<file path="config.mk">
export PLATFORM = sky130hd
export DESIGN_NAME = tlb_lru_cache
export DESIGN_NICKNAME = d
export VERILOG_FILES = /design/src/rtl/tlb_pkg.sv /design/src/rtl/tlb_match.sv /design/src/rtl/tlb_victim.sv /design/src/rtl/tlb_recency.sv /design/src/rtl/tlb_lru_cache.sv
export SDC_FILE = /design/constraint.sdc
export NUM_CORES = 1
export LEC_CHECK = 0
export BUFFER_PORTS_ARGS = -buffer_cell sky130_fd_sc_hd__buf_2
export CORE_ASPECT_RATIO = 1.1
export CORE_UTILIZATION = 60
export DETAILED_ROUTE_END_ITERATION = 7
export PLACE_DENSITY_LB_ADDON = 0.3
export SYNTH_ARGS = -nofsm -noshare
export SYNTH_HDL_FRONTEND = slang
export SYNTH_SLANG_ARGS = --single-unit
</file>
<file path="constraint.sdc">
create_clock -name clk -period 8.9 [get_ports clk]
set_input_delay 0.89 -clock clk [delete_from_list [all_inputs] [get_ports clk]]
set_output_delay 0.89 -clock clk [all_outputs]
set_load 0.02 [all_outputs]
</file>
<file path="src/rtl/tlb_pkg.sv">
package tlb_pkg;

   typedef enum logic [1:0] {
      ACC_READ  = 2'd0,
      ACC_WRITE = 2'd1,
      ACC_EXEC  = 2'd2,
      ACC_RSVD  = 2'd3
   } acc_e;

   localparam int PERM_W   = 3;
   localparam int PERM_RD  = 0;
   localparam int PERM_WR  = 1;
   localparam int PERM_EX  = 2;

   // access kind against the entry's right bits
   function automatic logic perm_allows(input logic [PERM_W-1:0] perm,
                                        input logic [1:0] acc);
      logic ok;
      case (acc_e'(acc))
         ACC_READ:  ok = perm[PERM_RD];
         ACC_WRITE: ok = perm[PERM_WR];
         ACC_EXEC:  ok = perm[PERM_EX];
         default:   ok = 1'b0;
      endcase
      return ok;
   endfunction

endpackage

</file>
<file path="src/rtl/tlb_match.sv">
module tlb_match #(
   parameter int N        = 8,
   parameter int VPN_W    = 20,
   parameter int TAG_W    = 8,
   parameter bit USE_TAGS = 1'b1
) (
   input  logic [N-1:0]            ent_valid,
   input  logic [N-1:0][VPN_W-1:0] ent_vpn,
   input  logic [N-1:0][TAG_W-1:0] ent_tag,
   input  logic [VPN_W-1:0]        key_vpn,
   input  logic [TAG_W-1:0]        key_tag,
   output logic [N-1:0]            match
);
   for (genvar i = 0; i < N; i++) begin : g_cmp
      logic vpn_eq;
      logic tag_eq;
      assign vpn_eq = (ent_vpn[i] == key_vpn);
      if (USE_TAGS) begin : g_tagged
         assign tag_eq = (ent_tag[i] == key_tag);
      end else begin : g_untagged
         logic unused_tag;
         assign unused_tag = ^{ent_tag[i], key_tag};
         assign tag_eq = 1'b1;
      end
      assign match[i] = ent_valid[i] & vpn_eq & tag_eq;
   end
endmodule

</file>
<file path="src/rtl/tlb_victim.sv">
module tlb_victim #(
   parameter int N     = 8,
   localparam int IDX_W = (N > 1) ? $clog2(N) : 1
) (
   input  logic [N-1:0]     ent_valid,
   input  logic [N-1:0]     lru_vec,
   output logic [IDX_W-1:0] victim
);
   logic [IDX_W-1:0] free_idx;
   logic             free_found;
   logic [IDX_W-1:0] lru_idx;

   always_comb begin
      free_idx   = '0;
      free_found = 1'b0;
      for (int i = N - 1; i >= 0; i--) begin
         if (!ent_valid[i]) begin
            free_idx   = IDX_W'(i);
            free_found = 1'b1;
         end
      end
   end

   always_comb begin
      lru_idx = '0;
      for (int i = 0; i < N; i++) begin
         if (lru_vec[i]) lru_idx = IDX_W'(i);
      end
   end

   assign victim = free_found ? free_idx : lru_idx;
endmodule

</file>
<file path="src/rtl/tlb_recency.sv">
module tlb_recency #(
   parameter int N     = 8,
   localparam int IDX_W = (N > 1) ? $clog2(N) : 1
) (
   input  logic                      clk,
   input  logic                      rst_n,
   input  logic                      touch_en,
   input  logic [IDX_W-1:0]          touch_idx,
   output logic [N-1:0]              lru_vec,
   output logic [N-1:0][IDX_W-1:0]   rank
);
   // rank 0 is most recent, N-1 is least recent
   logic [IDX_W-1:0] touched_rank;

   always_comb begin
      touched_rank = '0;
      for (int i = 0; i < N; i++) begin
         if (touch_idx == IDX_W'(i)) touched_rank = rank[i];
      end
   end

   always_ff @(posedge clk) begin
      if (!rst_n) begin
         for (int i = 0; i < N; i++) rank[i] <= IDX_W'(i);
      end else if (touch_en) begin
         for (int i = 0; i < N; i++) begin
            if (touch_idx == IDX_W'(i))
               rank[i] <= '0;
            else if (rank[i] < touched_rank)
               rank[i] <= rank[i] + 1'b1;
         end
      end
   end

   for (genvar i = 0; i < N; i++) begin : g_lru
      assign lru_vec[i] = (rank[i] == IDX_W'(N - 1));
   end
endmodule

</file>
<file path="src/rtl/tlb_lru_cache.sv">
module tlb_lru_cache
   import tlb_pkg::*;
#(
   parameter int ENTRIES  = 8,
   parameter int VPN_W    = 20,
   parameter int PPN_W    = 20,
   parameter int TAG_W    = 8,
   parameter bit USE_TAGS = 1'b1
) (
   input  logic               clk,
   input  logic               rst_n,
   input  logic               lk_valid,
   input  logic [VPN_W-1:0]   lk_vpn,
   input  logic [TAG_W-1:0]   lk_tag,
   input  logic [1:0]         lk_acc,
   output logic               lk_hit,
   output logic               lk_fault,
   output logic               lk_miss,
   output logic [PPN_W-1:0]   lk_ppn,
   input  logic               fill_valid,
   input  logic [VPN_W-1:0]   fill_vpn,
   input  logic [TAG_W-1:0]   fill_tag,
   input  logic [PPN_W-1:0]   fill_ppn,
   input  logic [PERM_W-1:0]  fill_perm,
   input  logic               inv_valid,
   input  logic [VPN_W-1:0]   inv_vpn,
   input  logic [TAG_W-1:0]   inv_tag,
   input  logic               flush
);
   localparam int IDX_W = (ENTRIES > 1) ? $clog2(ENTRIES) : 1;

   if (ENTRIES < 2 || (1 << IDX_W) != ENTRIES) begin : g_bad_entries
      $error("ENTRIES must be a power of two of at least 2");
   end
   if (VPN_W < 1 || PPN_W < 1 || TAG_W < 1) begin : g_bad_width
      $error("field widths must be positive");
   end

   // entry storage
   logic [ENTRIES-1:0]             valid_q;
   logic [ENTRIES-1:0][VPN_W-1:0]  vpn_q;
   logic [ENTRIES-1:0][TAG_W-1:0]  tag_q;
   logic [ENTRIES-1:0][PPN_W-1:0]  ppn_q;
   logic [ENTRIES-1:0][PERM_W-1:0] perm_q;

   logic [ENTRIES-1:0] lk_match;
   logic [ENTRIES-1:0] fill_match;
   logic [ENTRIES-1:0] inv_match;
   logic [ENTRIES-1:0] lru_vec;
   logic [ENTRIES-1:0][IDX_W-1:0] rank;

   tlb_match #(.N(ENTRIES), .VPN_W(VPN_W), .TAG_W(TAG_W), .USE_TAGS(USE_TAGS)) u_lk_cmp (
      .ent_valid(valid_q), .ent_vpn(vpn_q), .ent_tag(tag_q),
      .key_vpn(lk_vpn), .key_tag(lk_tag), .match(lk_match));

   tlb_match #(.N(ENTRIES), .VPN_W(VPN_W), .TAG_W(TAG_W), .USE_TAGS(USE_TAGS)) u_fill_cmp (
      .ent_valid(valid_q), .ent_vpn(vpn_q), .ent_tag(tag_q),
      .key_vpn(fill_vpn), .key_tag(fill_tag), .match(fill_match));

   tlb_match #(.N(ENTRIES), .VPN_W(VPN_W), .TAG_W(TAG_W), .USE_TAGS(USE_TAGS)) u_inv_cmp (
      .ent_valid(valid_q), .ent_vpn(vpn_q), .ent_tag(tag_q),
      .key_vpn(inv_vpn), .key_tag(inv_tag), .match(inv_match));

   // lookup read-out: one-hot mux over the matching entry
   logic [IDX_W-1:0]  lk_idx;
   logic [PPN_W-1:0]  sel_ppn;
   logic [PERM_W-1:0] sel_perm;
   logic              any_match;
   logic              allowed;

   always_comb begin
      lk_idx   = '0;
      sel_ppn  = '0;
      sel_perm = '0;
      for (int i = 0; i < ENTRIES; i++) begin
         if (lk_match[i]) begin
            lk_idx   = IDX_W'(i);
            sel_ppn  = sel_ppn | ppn_q[i];
            sel_perm = sel_perm | perm_q[i];
         end
      end
   end

   assign any_match = |lk_match;
   assign allowed   = perm_allows(sel_perm, lk_acc);
   assign lk_hit    = lk_valid & any_match & allowed;
   assign lk_fault  = lk_valid & any_match & ~allowed;
   assign lk_miss   = lk_valid & ~any_match;
   assign lk_ppn    = lk_hit ? sel_ppn : '0;

   // refill slot: existing duplicate first, else free slot, else LRU
   logic [IDX_W-1:0] victim_idx;
   logic [IDX_W-1:0] dup_idx;
   logic [IDX_W-1:0] fill_idx;

   tlb_victim #(.N(ENTRIES)) u_victim (
      .ent_valid(valid_q), .lru_vec(lru_vec), .victim(victim_idx));

   always_comb begin
      dup_idx = '0;
      for (int i = 0; i < ENTRIES; i++) begin
         if (fill_match[i]) dup_idx = IDX_W'(i);
      end
   end

   assign fill_idx = (|fill_match) ? dup_idx : victim_idx;

   // recency: refill wins over a hit in the same cycle, flush touches nothing
   logic             touch_en;
   logic [IDX_W-1:0] touch_idx;
   logic             do_fill;

   assign do_fill   = fill_valid & ~flush;
   assign touch_en  = ~flush & (fill_valid | lk_hit);
   assign touch_idx = fill_valid ? fill_idx : lk_idx;

   tlb_recency #(.N(ENTRIES)) u_recency (
      .clk(clk), .rst_n(rst_n), .touch_en(touch_en), .touch_idx(touch_idx),
      .lru_vec(lru_vec), .rank(rank));

   logic [ENTRIES-1:0] valid_nxt;

   always_comb begin
      if (flush) begin
         valid_nxt = '0;
      end else begin
         valid_nxt = valid_q & ~(inv_valid ? inv_match : '0);
         if (do_fill) valid_nxt[fill_idx] = 1'b1;
      end
   end

   always_ff @(posedge clk) begin
      if (!rst_n) begin
         valid_q <= '0;
      end else begin
         valid_q <= valid_nxt;
      end
   end

   always_ff @(posedge clk) begin
      if (do_fill) begin
         vpn_q[fill_idx]  <= fill_vpn;
         tag_q[fill_idx]  <= fill_tag;
         ppn_q[fill_idx]  <= fill_ppn;
         perm_q[fill_idx] <= fill_perm;
      end
   end
endmodule

</file>
# Word level (Yosys, flattened, before mapping)
# Index checks and enable logic that the tools add are counted.
# W data, S select, Z words.
# word_totals
regBits	440
in_bits	115
wordCells	317
# op_classes
n_reduce_logical	22
n_bitwise	76
n_mux	96
addsub	8
order_cmp	10
n_eq_ne	64
# op_table
op	count
$eq A20 B20 Y1	24
$bwmux W160	2
$mux W20	10
$eq A8 B8 Y1	24
$mux W3	60
$or A20 B20 Y20	7
$bwmux W64	1
$demux W20 S3	1
$and A1 B1 Y1	54
$eq A3 B3 Y1 const B	11
$add A3 B1 Y3 const B	8
$bwmux W24	1
$demux W8 S3	1
$lt A3 B3 Y1	8
$mux W8	3
$or A3 B3 Y3	7
$reduce_and A2 Y1	8
$reduce_bool A2 Y1	8
$reduce_or A8 Y1	2
$mux W1	12
$demux W3 S3	1
$and A8 B8 Y8	1
$not A8 Y8	1
$or A8 B8 Y8	1
15 further kinds	20

# Longest topological paths before layout
# Gate-level depths: netlist of the first run.
# depth
ltp_word	24
depth_mapped	20
ltp_nobuf	19

# By module
# From an unflattened synthesis of the first run, not the netlist that was laid out.
# hier_totals
hier_cells	1905
hier_area_um2	24308.3
# modules_own_cells
mod	instances	area_each_um2	cells_per_inst
tlb_lru_cache	1	13882.1	648
tlb_match	3	2748.9	332
tlb_recency	1	2052.0	239
tlb_victim	1	127.6	22

# Worst setup path after synthesis of the first run
# Ideal clock, no wire load.
# synth_timing
path_type	in2reg
start	input fill_vpn[6]
end	register perm_q[0] (netlist bit), enable pin
path_buffers	1
setup_time_ns	0.525
t_arrival_ns	6.118
cell_stages	9
setup_slack_ns	2.257
path_cell_list	buf_2 xor2_1 nor3_1 nand4_1 nor3_2 or4_1 nor2_1 mux2_2 nor3_1
# synth_rtl
item	line_no	rtl
start: declaration	tlb_lru_cache.sv:21	input logic [VPN_W-1:0] fill_vpn,
end signal: indexed assignment	tlb_lru_cache.sv:145	perm_q[fill_idx] <= fill_perm;
end: declaration	tlb_lru_cache.sv:44	logic [ENTRIES-1:0][PERM_W-1:0] perm_q;

# Worst setup path in the final report of the first run
# layout_timing
start	register vpn_q[67] (netlist bit)
end	register u_recency.rank[7] (netlist bit)
# layout_via
elab_chain_len	22
word_cells_on_any_way	54
classes_between	1 x order compare; 9 x eq/ne; 27 x mux; 12 x bitwise; 5 x reduce/logical
# layout_rtl
item	line_no	rtl
start: declaration	tlb_lru_cache.sv:41	logic [ENTRIES-1:0][VPN_W-1:0] vpn_q;
start signal: indexed assignment	tlb_lru_cache.sv:142	vpn_q[fill_idx] <= fill_vpn;
$eq A20 B20 Y1	tlb_match.sv:17	assign vpn_eq = (ent_vpn[i] == key_vpn);
$and A1 B1 Y1 (2 in a row)	tlb_match.sv:25	assign match[i] = ent_valid[i] & vpn_eq & tag_eq;
$mux W3 (5 in a row)	tlb_lru_cache.sv:102	if (fill_match[i]) dup_idx = IDX_W'(i);
$mux W3	tlb_lru_cache.sv:106	assign fill_idx = (|fill_match) ? dup_idx : victim_idx;
$mux W3	tlb_lru_cache.sv:115	assign touch_idx = fill_valid ? fill_idx : lk_idx;
$logic_not A3 Y1	tlb_recency.sv:18	if (touch_idx == IDX_W'(i)) touched_rank = rank[i];
$mux W3 (8 in a row)	tlb_recency.sv:18	
$lt A3 B3 Y1	tlb_recency.sv:29	else if (rank[i] < touched_rank)
$reduce_bool A2 Y1 (no source line)	--	
$reduce_and A2 Y1 (no source line)	--	
end signal: indexed assignment	tlb_recency.sv:30	rank[i] <= rank[i] + 1'b1;
end: declaration	tlb_recency.sv:10	output logic [N-1:0][IDX_W-1:0] rank
# Several ways; a longest one is shown, not always the timed one.
# A chain may end at the register's enable or synchronous reset.

==> results.md, run 1 <==
* Status: complete, but fails checks
* Failing checks: DRC
* Area growth, synth to finish at 10.63%
* Drt wl/cell at 40.37 um
* Die area at 41550 sq um
* CTS Sinks at 440
* F_max at 160.1 MHz
* Share of cells above drive strength 1 at 13.37%
* Finished Cell Area at 27040 sq um
* Die span in x at 194.5 um
* PortBufs at 137
* Post-synth net total at 2124
* Vias/cell at 7.355
* Initial antenna violation count at 5
* GRT Total Usage at 50.68%
* Final min period at 6.246 ns
* Pwr per Cell Area at 185.4 nW/um^2
* Worst vdd ir at 270.2 uV
* Die height at 213.7 um
* Slowest stage delay, CP at 0.83 ns
* RSZ-0062 raised after global routing: no
* Synth Instances at 1986
* Vias in the first global route at 18094
* Worst Max-Slew Pin Slew at 1.285 ns
* CORE AREA at 40170 sq um
* Synth warn at 0
* WL final at 106200 um
* Post-synthesis sequential area ratio at 52.74%
* Ratio of final minimum period to clock period at 70.18%
* Post-synth EDFFs at 408
* Final Slew Violations at 0
* Postcts setup bufs at 0
* CP max-delay cell: a31oi_1
* Post-DP Area at 25390 sq um
* Largest net degree at the start of global routing at 52
* Endpoints failing setup at 0
* Ys async rst share at 0%
* Post-CTS sizing at 0
* Post-DP HPWL at 74500 um
* Max_cap viols at 0
* Hold_buf cts at 0
* Worst setup EP type: register
* Syn avg cell area at 12.31 sq um
* Crit path max-delay family: simple AND/OR/NAND/NOR gates
* Root buf cell: clkbuf_16
* Starting Density at 60.85%
* CTS Buf Count at 47
* Post-Synthesis Cell Area at 24440 sq um
* Critical path startpoint category: register
* Top FF cell, synth: edfxtp_1
* CP max FO at 25
* Post-synth cell types at 93
* Row cnt at 77
* Clk_skew at 0.04133 ns
* Drt first pass iters at 8
* Critical Path RT at 9.42 ns
* Via count of the routed design at 19343
* DR iter-0 viols at 3286
* Clock slew at reported path FFs at 0.06 ns
* Yosys reg bits at 440
* Pleak at 8.916 nW
* # DRC at 1
* Worst-Skew Late Latency at 0.64 ns
* Final hold violation count at 0
* Post-route ant nets at 0
* Routability cong. at 1.163
* Io pins at 138
* CTS Buffer Depth at 3
* Crit Path Category: reg -> reg
* Slew HR at 13.52%
* Fillers at 2891
* First-pass GRT wire length at 142800 um
* Hold Path Class: in -> reg
* Crit path DAT at 6.77 ns
* CP Cell Sequence: xnor2_1 > nand4_1 > nor4_1 > and2_1 > buf_4 > a21oi_1 > o31ai_1 > nand3_2 > mux2i_1 > nand2_1 > a31oi_1 > ha_1 > or3_1 > o22ai_1 > a211oi_2 > nor2_1 > a211o_1
* H-tree depth at 2
* Final nets at 2217
* CTS tree: built
* Grt total ovfl at 0
* Setup_tns at 0 ns
* Worst Path Buf+Inv at 1
==> state kept, by name, summed over array words and instances, names as in the netlist <==
name	count
tag_q	64
perm_q	24
vpn_q	160
u_recency.rank	24
valid_q	8
ppn_q	160
==> power breakdown <==
| group | total, mW | internal [mW] | switching (mW) |
|---|---|---|---|
| registers | 2.31 | 2.28 | 0.0274 |
| logic | 0.546 | 0.164 | 0.383 |
| clock network | 2.16 | 1.25 | 0.914 |
==> cell type report <==
| cell class | count | area, sq um | share of cell area [%] |
|---|---|---|---|
| clock inverters | 31 | 444.2 | 1.643 |
| diodes | 1 | 2.502 | 0.009254 |
| repair buffers | 164 | 888.4 | 3.285 |
| inverters | 33 | 123.9 | 0.4581 |
| clock buffers | 55 | 1206 | 4.460 |
| well taps | 513 | 641.9 | 2.374 |
| multi-input cells | 1393 | 10840 | 40.10 |
| flip-flops and latches | 440 | 12890 | 47.68 |
==> through the flow <==
| step | util, % | power, mW | hold WS, ns | worst slack, ns | cells |
|---|---|---|---|---|---|
| 2_1_floorplan | - | 2.655 | 0.4779 | 2.257 | 1986 |
| 3_3_place_gp | 63.20 | 2.852 | 0.5306 | 2.407 | 2543 |
| 3_5_place_dp | 63.20 | 2.860 | 0.5428 | 2.400 | 2543 |
| 4_1_cts | 67.31 | 4.964 | 0.5246 | 3.037 | 2629 |
| 5_1_grt | 67.31 | 5.083 | 0.5319 | 2.466 | 2629 |
| 6_report | 67.31 | 5.015 | 0.5275 | 2.654 | 2630 |
==> routing by layer <==
metal / routed length [um] / global-route usage (%) / up-vias
met2: 43590 / 72.60 / 2031
li1: - / - / 7598
met3: 16520 / 18.84 / 453
met5: 69 / 0 / -
met1: 37320 / 64.32 / 9251
met4: 8683 / 34.07 / 10
==> cells in the final DEF, fill, tap and decap left out, types with 23 or more instances in the layout <==
cell       instances
a31oi_1           26
edfxtp_1         408
a221oi_1          23
xor2_1           316
dfxtp_1           32
xnor2_1          339
ha_1              23
clkbuf_16         47
a22oi_1           45
nor2_1            33
nor4_1            99
nand3_1           40
buf_2            137
inv_1             30
nand4_1          116
nand2_1           53
a21oi_1           23
a22o_1            24
buf_4             27
==> kinds of logic after synthesis <==
family | after synthesis | share of synthesized area (%)
flops | 440 | 52.74
compound gates | 259 | 8.236
buf+inv | 153 | 3.112
fa+ha+maj | 24 | 1.218
mux | 9 | 0.3788
xor+xnor | 657 | 23.60
simple gates | 444 | 10.71
==> path summary, 6_finish.rpt <==
check | start | end | slack (ns) | cells after the start
setup / recovery | vpn_q[67] | u_recency.rank[7] | 2.65 | 17
hold / removal | fill_ppn[19] | ppn_q[99] | 0.53 | 1
setup reg to reg | vpn_q[67] | u_recency.rank[7] | 2.65 | 17
hold reg to reg | u_recency.rank[5] | u_recency.rank[5] | 0.56 | 1
==> cells in the mapped netlist (all sizes together), types with 24 or more instances <==
| master | n | share of area, % |
|---|---|---|
| a22oi | 45 | 1.4 |
| nor2 | 37 | 0.61 |
| a31oi | 26 | 0.67 |
| o21ai | 25 | 0.57 |
| clkbuf | 55 | 0.84 |
| a22o | 24 | 0.86 |
| edfxtp | 408 | 50 |
| nor3 | 24 | 0.55 |
| xor2 | 316 | 11 |
| inv | 32 | 0.49 |
| xnor2 | 341 | 12 |
| nand3 | 41 | 0.86 |
| dfxtp | 32 | 2.6 |
| nor4 | 103 | 2.8 |
| nand2 | 53 | 0.81 |
| nand4 | 116 | 3.0 |
| buf | 65 | 1.8 |
No activity file was read; power rests on OpenSTA's default activity.
==> run 2, diff against run 1 <==
- clock period: 8.9 -> 5.76 ns (I/O delays scaled with it)
==> results.md, run 2 (synthesis results as in run 1) <==
* Status: finished clean
* RSZ-0062 raised after global routing: no
* Clk_skew at 0.01973 ns (-0.02160 ns)
* Clock slew at reported path FFs at 0.06 ns (about the same)
* CP max-delay cell: edfxtp_1
* Endpoints failing setup at 0 (unchanged)
* CTS tree: built
* Via count of the routed design at 19322 (-0.11%)
* Final hold violation count at 0 (unchanged)
* Hold Path Class: in -> reg
* Crit Path Category: reg -> reg
* Largest net degree at the start of global routing at 53 (+1.9%)
* Starting Density at 60.85% (unchanged)
* Vias in the first global route at 18538 (+2.5%)
* First-pass GRT wire length at 133300 um (-6.7%)
* Ratio of final minimum period to clock period at 87.51% (+17 points)
* PortBufs at 137 (unchanged)
* Die height at 213.7 um (unchanged)
* Pwr per Cell Area at 274.7 nW/um^2 (+48%)
* Worst Max-Slew Pin Slew at 1.208 ns (-0.07694 ns)
* Final Slew Violations at 0 (unchanged)
* CTS Buffer Depth at 3 (unchanged)
* Drt first pass iters at 6 (-2)
* GRT Total Usage at 46.17% (-4.5 points)
* CTS Buf Count at 46 (-2.1%)
* F_max at 198.4 MHz (+24%)
* WL final at 95980 um (-9.6%)
* Final nets at 2297 (+3.6%)
* Fin util at 68.88% (+1.6 points)
* CP Cell Sequence: xor2_1 > nor4_1 > buf_4 > nand4_1 > nor4_1 > or4_1 > o2111ai_1 > nand3_2 > buf_4 > a211oi_1 > a211oi_1 > a31oi_1 > buf_4 > ha_1 > o221ai_1 > o211ai_1 > or4b_1 > a21oi_1
* Setup_tns at 0 ns (unchanged)
* Area growth, synth to finish at 13.20%
* Root buf cell: clkbuf_16
* # DRC at 0 (-1)
* Worst vdd ir at 295.7 uV (+9.4%)
* Worst setup EP type: register
* Most frequent cells in the layout: edfxtp_1 (408), xnor2_1 (339), xor2_1 (316), buf_2 (137), nand4_1 (116)
* H-tree depth at 2 (unchanged)
* Crit path DAT at 5.57 ns (-1.20 ns)
* Slew HR at 18.38% (+4.9 points)
* Pleak at 9.312 nW (+4.4%)
* Io pins at 138 (unchanged)
* Post-route ant nets at 0 (unchanged)
* CTS Sinks at 440 (unchanged)
* Final min period at 5.041 ns (-1.205 ns)
* Grt total ovfl at 0 (unchanged)
* WHS at 0.2401 ns (-0.2874 ns)
* Hold_buf cts at 0 (unchanged)
* Row cnt at 77 (unchanged)
* Layout Cells excl Fill at 2708 (+3.0%)
* Most common library cell in the layout ignoring fill and taps: edfxtp_1
* Die area at 41550 sq um (unchanged)
* Share of cells above drive strength 1 at 16.64% (+3.3 points)
* CORE AREA at 40170 sq um (unchanged)
* Post-DP HPWL at 66510 um (-11%)
* Dpl cells at 2624 (+3.2%)
* Postcts setup bufs at 0 (unchanged)
* Worst-Skew Late Latency at 0.61 ns (-0.03 ns)
* CP max FO at 10 (-60%)
* Slowest stage delay, CP at 0.65 ns (-0.18 ns)
* Die span in x at 194.5 um (unchanged)
* Drt wl/cell at 35.44 um (-12%)
* Critical Path RT at 6.29 ns (-3.13 ns)
* Post-CTS sizing at 0 (unchanged)
* Routability cong. at 1.117 (-4.0%)
* Fillers at 2942 (+1.8%)
* Largest registers: ppn_q (160), vpn_q (160), tag_q (64)
* Critical path startpoint category: register
* Max_cap viols at 0 (unchanged)
* DR iter-0 viols at 2902 (-12%)
* Vias/cell at 7.135 (-3.0%)
* Top cell by count, worst path: buf_4
* Initial antenna violation count at 0 (-5)
==> run 2: routing by layer <==
metal / share of wire, % / global-route usage (%) / up-vias
met3: 15 / 18.17 / 418
met1: 36 / 58.70 / 9380
met5: 0.098 / 1.389 / -
li1: - / - / 7744
met2: 42 / 67.00 / 1778
met4: 6.8 / 26.87 / 2
==> run 2: stage by stage <==
stage               setup WS (ns)  power [mW]  cell area [sq um]
floorplan                  0.3468       4.102              24450
global placement           0.4878       4.432              26090
detailed placement         0.5208       4.448              26090
CTS                        0.8183       7.564              27670
global route               0.4711       7.738              27670
finish                     0.7192       7.601              27670
==> run 2: worst paths after layout <==
kind | from | end | slack (ns) | cells past startpoint
worst max-delay path | tag_q[30] | u_recency.rank[2] | 0.72 | 18
worst min-delay path | fill_ppn[19] | ppn_q[139] | 0.24 | 1
worst max register to register | tag_q[30] | u_recency.rank[2] | 0.72 | 18
worst min register to register | u_recency.rank[3] | u_recency.rank[3] | 0.55 | 2
==> run 2: worst max-delay path, delay by kind of cell (launching register included) <==
family / cells / cell delay (ns)
buffers and inverters: 3 / 0.60
flip-flops: 1 / 0.65
AND/OR/NAND/NOR: 6 / 1.63
XOR/XNOR: 1 / 0.64
AO/OA/AOI/OAI: 7 / 1.20
adder cells (fa/ha/maj): 1 / 0.23
==> run 2: layout make-up <==
type / instances / area, sq um / share of cell area (%)
Sequential cell: 440 / 12890 / 46.59
Multi-Input combinational cell: 1393 / 10850 / 39.21
Timing Repair Buffer: 245 / 1584 / 5.724
Clock buffer: 50 / 1166 / 4.214
Tap cell: 513 / 641.9 / 2.320
Clock inverter: 33 / 411.6 / 1.488
Inverter: 33 / 123.9 / 0.4476
Antenna cell: 1 / 2.502 / 0.009043
==> run 2: report_power, final <==
group          leakage [nW]  internal, mW  switching (mW)  total [mW]
clock                 0.774          1.84            1.33        3.17
combinational          4.59         0.292           0.575       0.867
sequential             3.95          3.52          0.0397        3.56
